===== config.mk =====
export PLATFORM = sky130hd
export DESIGN_NAME = pgbank_ctl
export DESIGN_NICKNAME = d
export VERILOG_FILES = /design/src/rtl/pgbank_pkg.sv /design/src/rtl/pgbank_opdec.sv /design/src/rtl/pgbank_bank_fsm.sv /design/src/rtl/pgbank_feat_fsm.sv /design/src/rtl/pgbank_pc_reg.sv /design/src/rtl/pgbank_ctl.sv
export SDC_FILE = /design/constraint.sdc
export NUM_CORES = 1
export LEC_CHECK = 0
export ABC_AREA = 1
export BUFFER_PORTS_ARGS = -buffer_cell sky130_fd_sc_hd__clkbuf_2
export CAP_MARGIN = 20
export CORE_MARGIN = 2
export CORE_UTILIZATION = 41
export DETAILED_ROUTE_END_ITERATION = 8
export MAX_ROUTING_LAYER = met4
export PLACE_DENSITY_LB_ADDON = 0.25
export SLEW_MARGIN = 20
export SYNTH_ARGS = -nofsm -noshare
export SYNTH_HDL_FRONTEND = slang
export SYNTH_SLANG_ARGS = --single-unit

===== constraint.sdc =====
create_clock -name clk -period 1.05 [get_ports clk]
set_input_delay 0.105 -clock clk [delete_from_list [all_inputs] [get_ports clk]]
set_output_delay 0.105 -clock clk [all_outputs]
set_load 0.02 [all_outputs]

===== src/rtl/pgbank_pkg.sv =====
`timescale 1ns/1ps
package pgbank_pkg;
    localparam int unsigned LO_W = 11;
    localparam int unsigned OP_W = 8;

    localparam logic [OP_W-1:0] OPC_SEL_LO  = 8'h63;
    localparam logic [OP_W-1:0] OPC_SEL_HI  = 8'h73;
    localparam logic [OP_W-1:0] OPC_FEAT_ON = 8'h33;

    typedef enum logic {
        BANK_LO = 1'b0,
        BANK_HI = 1'b1
    } bank_state_e;

    typedef enum logic {
        FEAT_OFF = 1'b0,
        FEAT_ON  = 1'b1
    } feat_state_e;

    typedef struct packed {
        logic sel_lo;
        logic sel_hi;
        logic feat_on;
    } op_cmd_t;
endpackage


===== src/rtl/pgbank_opdec.sv =====
`timescale 1ns/1ps
module pgbank_opdec
    import pgbank_pkg::*;
#(
    parameter int unsigned W = OP_W
) (
    input  logic         op_valid,
    input  logic [W-1:0] op_byte,
    output op_cmd_t      cmd
);
    always_comb begin
        cmd = '0;
        if (op_valid) begin
            unique case (op_byte)
                OPC_SEL_LO:  cmd.sel_lo  = 1'b1;
                OPC_SEL_HI:  cmd.sel_hi  = 1'b1;
                OPC_FEAT_ON: cmd.feat_on = 1'b1;
                default:     cmd = '0;
            endcase
        end
    end
endmodule


===== src/rtl/pgbank_bank_fsm.sv =====
`timescale 1ns/1ps
module pgbank_bank_fsm
    import pgbank_pkg::*;
(
    input  logic    clk,
    input  logic    rst_n,
    input  op_cmd_t cmd,
    output logic    bank_hi
);
    bank_state_e state_q, state_d;

    always_ff @(posedge clk) begin
        if (!rst_n) state_q <= BANK_LO;
        else        state_q <= state_d;
    end

    always_comb begin
        state_d = state_q;
        unique case (state_q)
            BANK_LO: if (cmd.sel_hi) state_d = BANK_HI;
            BANK_HI: if (cmd.sel_lo) state_d = BANK_LO;
            default: state_d = BANK_LO;
        endcase
    end

    always_comb begin
        bank_hi = (state_q == BANK_HI);
    end
endmodule


===== src/rtl/pgbank_feat_fsm.sv =====
`timescale 1ns/1ps
module pgbank_feat_fsm
    import pgbank_pkg::*;
(
    input  logic    clk,
    input  logic    rst_n,
    input  op_cmd_t cmd,
    output logic    feat_en
);
    feat_state_e state_q, state_d;

    always_ff @(posedge clk) begin
        if (!rst_n) state_q <= FEAT_OFF;
        else        state_q <= state_d;
    end

    always_comb begin
        state_d = state_q;
        unique case (state_q)
            FEAT_OFF: if (cmd.feat_on) state_d = FEAT_ON;
            FEAT_ON:  state_d = FEAT_ON;
            default:  state_d = FEAT_OFF;
        endcase
    end

    always_comb begin
        feat_en = (state_q == FEAT_ON);
    end
endmodule


===== src/rtl/pgbank_pc_reg.sv =====
`timescale 1ns/1ps
module pgbank_pc_reg #(
    parameter int unsigned LW = 11,
    localparam int unsigned PW = LW + 1
) (
    input  logic          clk,
    input  logic          rst_n,
    input  logic          jump_take,
    input  logic [LW-1:0] jump_target,
    input  logic          pc_step,
    input  logic          bank_hi,
    output logic [PW-1:0] pc
);
    logic [PW-1:0] pc_q, pc_d;
    logic [LW-1:0] lo_inc;

    always_ff @(posedge clk) begin
        if (!rst_n) pc_q <= '0;
        else        pc_q <= pc_d;
    end

    always_comb begin
        lo_inc = pc_q[LW-1:0] + {{(LW-1){1'b0}}, 1'b1};
        pc_d   = pc_q;
        if (jump_take)    pc_d = {bank_hi, jump_target};
        else if (pc_step) pc_d = {pc_q[LW], lo_inc};
    end

    always_comb begin
        pc = pc_q;
    end
endmodule


===== src/rtl/pgbank_ctl.sv =====
`timescale 1ns/1ps
module pgbank_ctl
    import pgbank_pkg::*;
#(
    parameter int unsigned LW = LO_W,
    localparam int unsigned PW = LW + 1
) (
    input  logic          clk,
    input  logic          rst_n,
    input  logic          op_valid,
    input  logic [7:0]    op_byte,
    input  logic          jump_take,
    input  logic [LW-1:0] jump_target,
    input  logic          pc_step,
    output logic [PW-1:0] pc_out,
    output logic          a20_en
);
    op_cmd_t cmd;
    logic    bank_hi;

    pgbank_opdec #(.W(8)) u_dec (
        .op_valid (op_valid),
        .op_byte  (op_byte),
        .cmd      (cmd)
    );

    pgbank_bank_fsm u_bank (
        .clk     (clk),
        .rst_n   (rst_n),
        .cmd     (cmd),
        .bank_hi (bank_hi)
    );

    pgbank_feat_fsm u_feat (
        .clk     (clk),
        .rst_n   (rst_n),
        .cmd     (cmd),
        .feat_en (a20_en)
    );

    pgbank_pc_reg #(.LW(LW)) u_pc (
        .clk         (clk),
        .rst_n       (rst_n),
        .jump_take   (jump_take),
        .jump_target (jump_target),
        .pc_step     (pc_step),
        .bank_hi     (bank_hi),
        .pc          (pc_out)
    );
endmodule


After elaboration in Yosys (flattened, before gate mapping):

Cells that the tools add are included.

* add/subtract/negate cells: 1
* multipliers: 0
* div/mod/pow operators: 0
* order comparisons: 0
* eq/ne operators: 3
* shifts and indexed selects: 0
* multiplexer cells: 11
* bitwise gates (word level): 2
* reductions and logical operators: 1

Operators by type and width (number)
* 8-bit by 7-bit == test with 1-bit output (second input constant): 2
* 12-bit two-way mux: 1
* 11-bit by 1-bit adder with 11-bit output (second input constant): 1
* 11-bit two-way mux: 1
* 8-bit by 6-bit == test with 1-bit output (second input constant): 1
* 1-bit two-way mux: 6
* 1-bit one-hot mux with 2 select lines: 2
* 3-bit two-way mux: 1
* 1-bit NOT: 2
* 2-bit nonzero test: 1

* register bits after elaboration: 14
* bits in latches: 0
* bits in writable memories: 0
* bits in read-only memories: 0
* input port bits: 24
* output and inout port bits: 13
* memories: 0

Longest topological paths before layout:

Gate-level depths: netlist (run 1).

* depth in word-level cells: 5
* depth in mapped cells: 7
* mapped depth without buffers: 7

By module:

Synthesis (run 1) repeated with hierarchy kept, for this count alone.

* cells, all modules: 131
* area total of the unflattened synthesis: 875.8 um2

By module, submodules not included
* pgbank_pc_reg: instances 1, cells an instance 106, area each 728.2 um2
* pgbank_opdec: instances 1, cells an instance 16, area each 78.8 um2
* pgbank_bank_fsm: instances 1, cells an instance 5, area each 37.5 um2
* pgbank_feat_fsm: instances 1, cells an instance 4, area each 31.3 um2

Worst setup path before layout (run 1):

Ideal clock, no wire load.

* kind: register -> register
* start: reg u_pc.pc_q[0] (netlist: u_pc.pc[0])
* end: reg u_pc.pc_q[8] (netlist: u_pc.pc[8])
* setup time: 123 ps
* data arrival time: 1180 ps
* required time: 927 ps
* setup slack: -253 ps
* cell stages (with the launch flop): 7
* cell sequence: dfxtp_1 -> ha_1 -> nand2_2 -> nor2_4 -> nand3_1 -> nand3_1 -> a21oi_1

* longest elaborated chain between the ends: 3

RTL lines
* start, declared: line pgbank_pc_reg.sv:14 `logic [PW-1:0] pc_q, pc_d;`
* start signal, assigned: line pgbank_pc_reg.sv:19 `else pc_q <= pc_d;`
* 11-bit by 1-bit adder with 11-bit output: line pgbank_pc_reg.sv:23 `lo_inc = pc_q[LW-1:0] + {{(LW-1){1'b0}}, 1'b1};`
* 11-bit two-way mux: line pgbank_pc_reg.sv:26 `else if (pc_step) pc_d = {pc_q[LW], lo_inc};`
* 12-bit two-way mux: line pgbank_pc_reg.sv:25 `if (jump_take) pc_d = {bank_hi, jump_target};`

Every way passes these cells. The select of a mux whose other input is x is not followed.
A chain may end at the register's enable or synchronous reset.

Final worst setup path (run 1):

* start: reg u_pc.pc_q[1] (netlist: u_pc.pc[1])
* end: reg u_pc.pc_q[8] (netlist: u_pc.pc[8])

Same word-level chain as after synthesis.

==> results of run 1 <==
==> worst max-delay path by stage <==
stage          depth (start not counted)          end  slack (ns)       start
2_1_floorplan                          6   u_pc.pc[8]      0.0006  u_pc.pc[1]
3_3_place_gp                           7   u_pc.pc[8]        0.01  u_pc.pc[1]
3_5_place_dp                           7  u_pc.pc[10]       -0.03  u_pc.pc[1]
4_1_cts                                7  u_pc.pc[10]       -0.03  u_pc.pc[1]
5_1_grt                                7   u_pc.pc[8]       -0.13  u_pc.pc[1]
6_report                               7   u_pc.pc[8]       -0.03  u_pc.pc[1]
==> worst max-delay path, stage by stage (launching register included) <==
cell	delay, ns
dfxtp_4	0.38
ha_4	0.15
nand2_4	0.06
nor2_4	0.12
nand2_1	0.06
nand2_1	0.05
nand3_1	0.06
a21oi_1	0.13
==> timing repair <==
item	4_1_cts	5_1_grt
pin swaps	0	1
resized for setup	1	11
endpoints found under the setup margin	4	13
cloned	0	0
buffers inserted	1	1
==> final cells by class <==
class                   count  share of cell area (%)
clock buffers               3                    1.95
multi-input cells          87                    42.5
well taps                  27                    2.93
clock inverters             1                   0.326
repair buffers             43                    21.0
flip-flops and latches     14                    25.8
inverters                  17                    5.54
==> power by group <==
| part | switching [mW] | internal (mW) | leakage [nW] |
|---|---|---|---|
| clock network | 0.169 | 0.138 | 0.0154 |
| logic | 0.140 | 0.120 | 0.431 |
| registers | 0.0390 | 0.561 | 0.119 |
| total | 0.349 | 0.819 | 0.565 |
==> stage by stage <==
step / util (%) / power, mW / cells
after floorplan: - / 0.745 / 119
after global placement: 56.7 / 0.854 / 186
after detailed placement: 56.7 / 0.861 / 186
after CTS: 58.6 / 1.17 / 191
after global routing: 60.0 / 1.25 / 192
final: 60.0 / 1.17 / 192
==> layer usage <==
layer / global-route usage [%] / part of all wire [%] / vias up / wire (um)
met2: 34.5 / 51 / 26 / 1040
met1: 21.0 / 42 / 417 / 857
met5: - / 0 / - / 0
met3: 5.86 / 6.3 / 2 / 128
li1: - / - / 494 / -
met4: 4.29 / 0.69 / 0 / 14
==> sequential cells by signal (all words and copies together), names as in the netlist <==
signal and flops:
u_pc.pc 12, u_bank.bank_hi 1, u_feat.feat_en 1
==> kinds of logic after synthesis <==
group	share of synthesized area, %
xor+xnor	1.07
compound gates	18.5
buf+inv	9.19
fa+ha+maj	1.53
simple gates	35.4
flops	34.3
==> cells in the final DEF (no fill, tap or decap) <==
| cell | instances |
|---|---|
| a21oi_1 | 10 |
| a22oi_1 | 7 |
| a31oi_1 | 1 |
| and3_1 | 1 |
| buf_4 | 8 |
| buf_6 | 1 |
| clkbuf_2 | 34 |
| clkbuf_4 | 3 |
| clkinv_1 | 1 |
| dfxtp_1 | 6 |
| dfxtp_2 | 5 |
| dfxtp_4 | 3 |
| ha_4 | 1 |
| inv_1 | 16 |
| inv_2 | 1 |
| nand2_1 | 29 |
| nand2_2 | 1 |
| nand2_4 | 1 |
| nand3_1 | 11 |
| nand3_2 | 2 |
| nand3b_1 | 1 |
| nand4_1 | 2 |
| nor2_1 | 5 |
| nor2_2 | 2 |
| nor2_4 | 3 |
| nor3_1 | 1 |
| o211ai_1 | 1 |
| o21ai_0 | 2 |
| o21ai_1 | 2 |
| o21bai_1 | 2 |
| or2_2 | 1 |
| xor2_1 | 1 |
==> out/results.ini, run 1 <==
[final_layout]
nFillCells = 190
drive_gt1_share_pct = 40.0
final_net_count = 191
diodes = 0
seqCellArea_sq_um = 298
syn_to_final_growth_pct = 41.0
postLayoutCellArea_sq_mm = 0.00115
multi_input_area_sq_um = 489

[sta]
rsz0062_at_grt = yes
report.final.slew_viol_count = 0
slew_headroom_pct = 81.4
holdWs_ns = 0.0500
hold_viol_final = 0
final-setup-viol-count = 5
finalCriticalPeriod_ns = 1.08
finClkSkew_ns = 0.00483
fmaxAchievable_ghz = 0.923
worst_pin_slew_ns = 0.277
setup_ws_ns = -0.0338
fin_crit_sh_pct = 103
tns_ns = -0.0845

[drt]
dr.pass1.iters = 4
drc_errors = 0
ant_nets = 0
wl_per_cell_um = 10.6
drtIter0Drc = 10
wirelength_um = 2040
num_vias = 939
routed_via_density = 4.89

[yosys]
synth_area_leaders = dfxtp_1 34%, nand2_1 14%, inv_1 7.8%
synthFlopType = dfxtp_1
avgSynthCellArea_sq_um = 6.87
synth_most_common_cell = nand2_1
synthesis.area_sq_um = 817
netlist.area_leader.share_pct = 34.3
ys_warn_count = 0
yosys.area.top_type = dfxtp_1
synth-seq-cells = 14
synthTopCellsByCount = 30 x nand2_1, 17 x inv_1, 14 x dfxtp_1
synth_cell_types = 23
yosysSeqAreaShare_pct = 34.3
syn_nets = 144
synth_cells = 119
synth_edf_count = 0
postSynth.asyncResetShare_pct = 0

[floorplan]
core-area_sq_mm = 0.00192
dieWidth_um = 48.6
dieArea_sq_mm = 0.00237
num_rows = 16
die_h_um = 48.6
initial_core_util_pct = 42.5
io_pins = 37

[status]
violations = setup timing
outcome = finished, violations left

[worst_setup_path]
r2r_setup_slack_ns = -0.03
r2r-start = u_pc.pc[1]
worst-setup-path-type = reg2reg
critPathArrivalTime_ns = 1.29
cp_max_fo = 5
end_kind = register
rr_worst_depth = 7
crit_required_ns = 1.26
cp-start-kind = register
reg2reg_to = u_pc.pc[8]

[grt]
antenna_found_initial = 0
overflow = 0
grt_pass1_wl_um = 3460
grt_use_total_pct = 19.3
grt_pass1_vias = 853
grt_start_max_net_pins = 11

[clocking]
clkSinkCount = 14
clock_path_buffers = 2
cts-root-buf = clkbuf_4
clk_latency_ns = 0.28
tritoncts = done
numCtsBuffers = 3
clk_pin_slew_ns = 0.08
cts_hold_buf = 0
htree_num_levels = 1

[hold_path]
hold_start = jump_target[3]
holdPathEnd = u_pc.pc[3]
hp-class = in2reg
whs_path_depth = 3

[placement]
pre_cts_ws_ns = -0.0287
post_dp_cell_area_sq_mm = 0.00109
detailed_place_hpwl_um = 1600
place_congestion = 0.789
portBuffers = 36

[power_and_ir_drop]
leakage_nw = 0.565
irDropWorstVdd_mv = 0.721
p_per_area_mw_per_mm2 = 1010

[flow_run]
max_cap_violations = 0

(Power assumes the default switching activity.)
==> run 2: changes to the inputs <==
ABC_AREA = default   (was 1)
==> out/results.ini, run 2 <==
[yosys]
syn_nets = 118  ; -18%
synth_cell_types = 38  ; +65%
avgSynthCellArea_sq_um = 8.74  ; +27%
synthTopCellsByCount = 14 x dfxtp_1, 9 x o21ai_0, 6 x nand2_1
synthFlopType = dfxtp_1
synth_edf_count = 0  ; unchanged
yosys.area.top_type = dfxtp_1
ys_warn_count = 0  ; unchanged
synth_area_leaders = dfxtp_1 34%, o21ai_0 5.5%, nand4_1 3.8%
synth-seq-cells = 14  ; unchanged
postSynth.asyncResetShare_pct = 0  ; unchanged
yosysSeqAreaShare_pct = 34.5  ; +0.16 points
netlist.area_leader.share_pct = 34.5  ; +0.16 points
synthesis.area_sq_um = 813  ; -0.46%
synth_most_common_cell = dfxtp_1
synth_cells = 93  ; -22%

[floorplan]
io_pins = 37  ; unchanged
initial_core_util_pct = 42.3  ; -0.20 points
dieArea_sq_mm = 0.00236  ; -0.43%
core-area_sq_mm = 0.00192  ; unchanged
num_rows = 16  ; unchanged
die_h_um = 48.5  ; -0.22%
dieWidth_um = 48.5  ; -0.22%

[worst_setup_path]
rr_worst_depth = 3  ; -4
critPathArrivalTime_ns = 1.51  ; +0.22 ns
worst-setup-path-type = reg2reg
cp-start-kind = register
end_kind = register
crit_required_ns = 1.29  ; +0.03 ns
cp_max_fo = 3  ; -2

[clocking]
cts-root-buf = clkbuf_4
htree_num_levels = 1  ; unchanged
clk_pin_slew_ns = 0.10  ; +0.02 ns
clock_path_buffers = 2  ; unchanged
tritoncts = done
clkSinkCount = 14  ; unchanged
numCtsBuffers = 3  ; unchanged
clk_latency_ns = 0.30  ; +0.02 ns

[drt]
drc_errors = 0  ; unchanged
routed_via_density = 5.58  ; +14%
dr.pass1.iters = 4  ; unchanged
ant_nets = 0  ; unchanged
wirelength_um = 2860  ; +40%
drtIter0Drc = 35  ; +25
num_vias = 1049  ; +12%
wl_per_cell_um = 15.2  ; +43%

[hold_path]
whs_path_depth = 3  ; unchanged
hp-class = in2reg

[status]
outcome = finished, violations left
violations = setup timing

[sta]
holdWs_ns = 0.0456  ; -0.00442 ns
report.final.slew_viol_count = 0  ; unchanged
fin_crit_sh_pct = 121  ; +17 points
finalCriticalPeriod_ns = 1.27  ; +0.182 ns
fmaxAchievable_ghz = 0.790  ; -14%
setup_ws_ns = -0.216  ; -0.182 ns
tns_ns = -1.22  ; -1.14 ns
final-setup-viol-count = 7  ; +2
worst_pin_slew_ns = 0.310  ; +0.0327 ns
finClkSkew_ns = 0.00287  ; -0.00196 ns
hold_viol_final = 0  ; unchanged
slew_headroom_pct = 79.1  ; -2.3 points
rsz0062_at_grt = yes

[placement]
place_congestion = 0.803  ; +1.8%
dp_cells = 177  ; -4.8%
detailed_place_hpwl_um = 1800  ; +13%
post_dp_cell_area_sq_mm = 0.00123  ; +13%
portBuffers = 36  ; unchanged
pre_cts_ws_ns = -0.175  ; -0.147 ns

[final_layout]
final_common_cell = clkbuf_2
drive_gt1_share_pct = 57.8  ; +18 points
postLayoutCellArea_sq_mm = 0.00147  ; +27%
final_net_count = 187  ; -2.1%
syn_to_final_growth_pct = 80.5
final_util_pct = 76.4  ; +16 points
finalNonFillerCells = 188  ; -2.1%
layout_common_cells = 27 x clkbuf_2, 24 x buf_4, 12 x buf_6, 8 x o21ai_0, 7 x dfxtp_4
largest_reg_flops = 12  ; unchanged
diodes = 0  ; unchanged

[power_and_ir_drop]
p_per_area_mw_per_mm2 = 986  ; -2.7%
irDropWorstVdd_mv = 0.720  ; -0.14%
total_power_mw = 1.45  ; +24%
leakage_nw = 0.641  ; +14%

[grt]
grt_use_total_pct = 23.9  ; +4.6 points
grt_start_max_net_pins = 14  ; +3
overflow = 0  ; unchanged
grt_pass1_wl_um = 4240  ; +23%
grt_pass1_vias = 954  ; +12%
antenna_found_initial = 0  ; unchanged

[flow_run]
max_cap_violations = 0  ; unchanged

-- run 2: cell count changes after synthesis, sizes merged, moves of 3 or more --
cell / previous run / this run
inv: 17 / 3
o21ai: 4 / 9
nor2: 10 / 0
buf: 1 / 4
a21oi: 10 / 2
and2: 0 / 4
nand3: 13 / 5
or4: 0 / 4
nand2: 31 / 6
a22oi: 7 / 0
nand4: 2 / 6
-- run 2: report_power, final --
group / internal (mW) / switching [mW]
clock network: 0.212 / 0.216
logic: 0.229 / 0.182
registers: 0.562 / 0.0479
-- run 2: what timing repair did --
action / 4_1_cts / 5_1_grt
hold buffers: 0 / 0
setup endpoints to repair: 10 / 20
cloned: 0 / 1
pin swaps: 3 / 6
gates resized for setup: 17 / 28
buffers inserted: 6 / 1
-- run 2: final cells by class --
cell class / count / area (sq um)
Fill cell: 143 / 454
Sequential cell: 14 / 312
Tap cell: 27 / 33.8
Clock buffer: 4 / 36.3
Inverter: 3 / 11.3
Timing Repair Buffer: 68 / 515
Multi-Input combinational cell: 72 / 559
-- run 2: cells by family after synthesis --
| kind of cell | after synthesis | share of synthesized area, % |
|---|---|---|
| AND/OR/NAND/NOR | 40 | 33.5 |
| adder cells (fa/ha/maj) | 1 | 1.54 |
| AO/OA/AOI/OAI | 24 | 19.5 |
| flip-flops | 14 | 34.5 |
| multiplexers | 2 | 2.46 |
| buffers and inverters | 8 | 4.15 |
| XOR/XNOR | 4 | 4.31 |
-- run 2: worst paths after layout --
check,startpoint,end,slack [ns]
hold reg to reg,u_feat.feat_en,u_feat.feat_en,0.49
setup reg to reg,u_pc.pc[9],u_pc.pc[9],-0.22
setup / recovery,u_pc.pc[9],u_pc.pc[9],-0.22
hold / removal,op_byte[4],u_bank.bank_hi,0.05
-- run 2: worst max-delay path, stage by stage, from the launching register on --
cell,delay (ns)
dfxtp_4,0.36
or3b_1,0.35
or4_1,0.41
nand3_1,0.09
-- run 2: metal layers --
metal	vias to the layer above	routed length, um	GRT usage [%]
li1	494	-	-
met5	-	0	-
met4	0	50	11.4
met3	6	174	3.09
met2	55	1440	41.7
met1	494	1200	27.1
==> run 3: changes to the inputs <==
CORE_UTILIZATION = 40   (was 41)
SYNTH_HIERARCHICAL = 1   (was default)
==> out/results.ini, run 3 <==
[floorplan]
initial_core_util_pct = 43.5  ; +1.2 points
io_pins = 37  ; unchanged
die_h_um = 47.8  ; -1.5%
dieWidth_um = 47.8  ; -1.5%
num_rows = 15  ; -1
core-area_sq_mm = 0.00176  ; -8.2%
dieArea_sq_mm = 0.00228  ; -3.0%

[status]
outcome = finished, violations left
violations = setup timing

[sta]
worst_pin_slew_ns = 0.262  ; -0.0484 ns
finClkSkew_ns = 0.00369  ; +0.000826 ns
fin_crit_sh_pct = 113  ; -8.0 points
rsz0062_at_grt = yes
setup_ws_ns = -0.132  ; +0.0842 ns
finalCriticalPeriod_ns = 1.18  ; -0.0842 ns
final-setup-viol-count = 9  ; +2
report.final.slew_viol_count = 0  ; unchanged
fmaxAchievable_ghz = 0.846  ; +7.1%
hold_viol_final = 0  ; unchanged
slew_headroom_pct = 82.5  ; +3.5 points

[clocking]
clk_pin_slew_ns = 0.09  ; about the same
clkSinkCount = 14  ; unchanged
tritoncts = done
cts_hold_buf = 0  ; unchanged
clock_path_buffers = 2  ; unchanged
htree_num_levels = 1  ; unchanged
clk_latency_ns = 0.27  ; -0.03 ns
numCtsBuffers = 3  ; unchanged
cts-root-buf = clkbuf_4

[yosys]
yosys.area_share.simple_pct = 27.2  ; -6.3 points
synthTopCellsByCount = 14 x dfxtp_1, 9 x a21oi_1, 8 x xor2_1
yosysSeqAreaShare_pct = 36.5  ; +2.1 points
netlist.area_leader.share_pct = 36.5  ; +2.1 points
synth_top_family_by_area = simple AND/OR/NAND/NOR gates
synth-seq-cells = 14  ; unchanged
postSynth.asyncResetShare_pct = 0  ; unchanged
synth_fa_ha_area_share_pct = 1.63  ; +0.093 points
synth_cells = 83  ; -11%
synth_most_common_cell = dfxtp_1
synth_cell_types = 27  ; -29%
yosys.area.top_type = dfxtp_1
avgSynthCellArea_sq_um = 9.24  ; +5.7%
synthMuxAreaShare_pct = 3.92  ; +1.5 points
synth_compound_area_share_pct = 14.4  ; -5.2 points
synthFlopType = dfxtp_1
synth_area_leaders = dfxtp_1 37%, xor2_1 9.1%, a21oi_1 5.9%
synthesis.area_sq_um = 767  ; -5.7%
synth_edf_count = 0  ; unchanged
synthXorXnorAreaFrac_pct = 11.4  ; +7.1 points
ys_warn_count = 6  ; +6
syn_nets = 108  ; -8.5%

[worst_setup_path]
crit_required_ns = 1.25  ; -0.04 ns
cp.depth = 5  ; +2
cp_slowest_stage_delay_ns = 0.37  ; -0.04 ns
end_kind = register
critPathArrivalTime_ns = 1.38  ; -0.13 ns
critical-path-top-delay-family = flip-flops
rr_worst_depth = 5  ; +2
cp_max_fo = 3  ; unchanged
cp-start-kind = register
worst-setup-path-type = reg2reg
crit_chain = ha_4, and4_4, nand3_2, xor2_1, a21oi_1
cpMaxStageDelayCell = dfxtp_4
crit_buf_inv = 0  ; unchanged

[final_layout]
finalNonFillerCells = 159  ; -15%
nFillCells = 174  ; +22%
largest_reg_flops = 12  ; unchanged
postLayoutCellArea_sq_mm = 0.00121  ; -18%
final_common_cell = clkbuf_2
syn_to_final_growth_pct = 57.3
drive_gt1_share_pct = 56.0  ; -1.8 points
multi_input_area_sq_um = 485  ; -13%
final_util_pct = 68.4  ; -8.0 points
diodes = 0  ; unchanged
final_net_count = 160  ; -14%
layout_common_cells = 30 x clkbuf_2, 12 x buf_4
seqCellArea_sq_um = 312  ; unchanged

[power_and_ir_drop]
irDropWorstVdd_mv = 0.685  ; -4.9%
leakage_nw = 0.535  ; -17%
p_per_area_mw_per_mm2 = 1060  ; +7.2%

[grt]
antenna_found_initial = 0  ; unchanged
grt_use_total_pct = 19.7  ; -4.2 points
grt_pass1_vias = 721  ; -24%
grt_start_max_net_pins = 11  ; -3
grt_pass1_wl_um = 3090  ; -27%
overflow = 0  ; unchanged

[drt]
wl_per_cell_um = 12.6  ; -17%
drtIter0Drc = 12  ; -66%
ant_nets = 0  ; unchanged
num_vias = 803  ; -23%
dr.pass1.iters = 4  ; unchanged
drc_errors = 0  ; unchanged
wirelength_um = 2000  ; -30%
routed_via_density = 5.05  ; -9.5%

[placement]
post_dp_cell_area_sq_mm = 0.00109  ; -11%
pre_cts_ws_ns = -0.230  ; -0.0552 ns
portBuffers = 36  ; unchanged
detailed_place_hpwl_um = 1520  ; -16%
dp_cells = 153  ; -14%
place_congestion = 0.763  ; -5.1%

[hold_path]
whs_path_depth = 3  ; unchanged
hp-class = in2reg

[flow_run]
max_cap_violations = 0  ; unchanged

[run 3: cell types whose count changed after synthesis, moves of 3 or more]
cell,delta
buf_2,-3
a31oi_1,-3
o22ai_1,+3
nand2_1,-3
nor2_1,+5
and2_1,-3
a21oi_1,+7
or4_1,-4
xor2_1,+6
o21ai_0,-5
[run 3: layer usage]
| metal | GRT usage, % | part of all wire (%) | up-vias |
|---|---|---|---|
| met5 | - | 0 | - |
| met4 | 3.24 | 0.20 | 0 |
| met3 | 3.40 | 5.0 | 2 |
| met2 | 34.4 | 53 | 27 |
| met1 | 24.0 | 42 | 369 |
| li1 | - | - | 405 |
[run 3: per-stage QoR]
stage	hold slack (ns)	power (mW)	setup TNS [ns]
3_3_place_gp	0.326	0.852	-0.616
4_1_cts	0.0397	1.26	-0.722
6_report	0.0463	1.28	-0.678
2_1_floorplan	0.223	0.734	-0.424
5_1_grt	0.0746	1.35	-1.29
3_5_place_dp	0.345	0.861	-0.785
[run 3: cells by family after synthesis]
family | Yosys count
DFF | 14
AOI/OAI and AO/OA | 19
adders and majority gates | 1
xor gates and xnor gates | 10
muxes | 3
buffers and inverters | 6
and+or+nand+nor | 30
[run 3: final cells by class]
type	count	share of cell area [%]
Tap cell	25	2.59
Sequential cell	14	25.8
Inverter	3	0.934
Timing Repair Buffer	50	27.4
Multi-Input combinational cell	63	40.2
Clock buffer	4	3.01
[run 3: final timing paths]
| kind | startpoint | to | slack [ns] |
|---|---|---|---|
| hold / removal | jump_target[0] | u_pc/pc[0] | 0.05 |
| hold reg to reg | u_feat/feat_en | u_feat/feat_en | 0.49 |
| setup / recovery | u_pc/pc[1] | u_pc/pc[6] | -0.13 |
| setup reg to reg | u_pc/pc[1] | u_pc/pc[6] | -0.13 |
[run 3: repair_timing]
action | in CTS | in global routing
endpoints found under the setup margin | 10 | 17
resized for setup | 2 | 22
pin swaps | 5 | 6
buffers inserted | 2 | 0
[run 3: report_power, final]
part	internal [mW]	total, mW	leakage [nW]	switching, mW
combinational	0.155	0.308	0.393	0.153
clock	0.211	0.386	0.0210	0.176
sequential	0.555	0.581	0.121	0.0265
total	0.920	1.28	0.535	0.356
[run 3: tightest hold or removal path, stage by stage]
cell      delay [ns]
clkbuf_2        0.08
nand2_1         0.05
a21oi_1         0.05
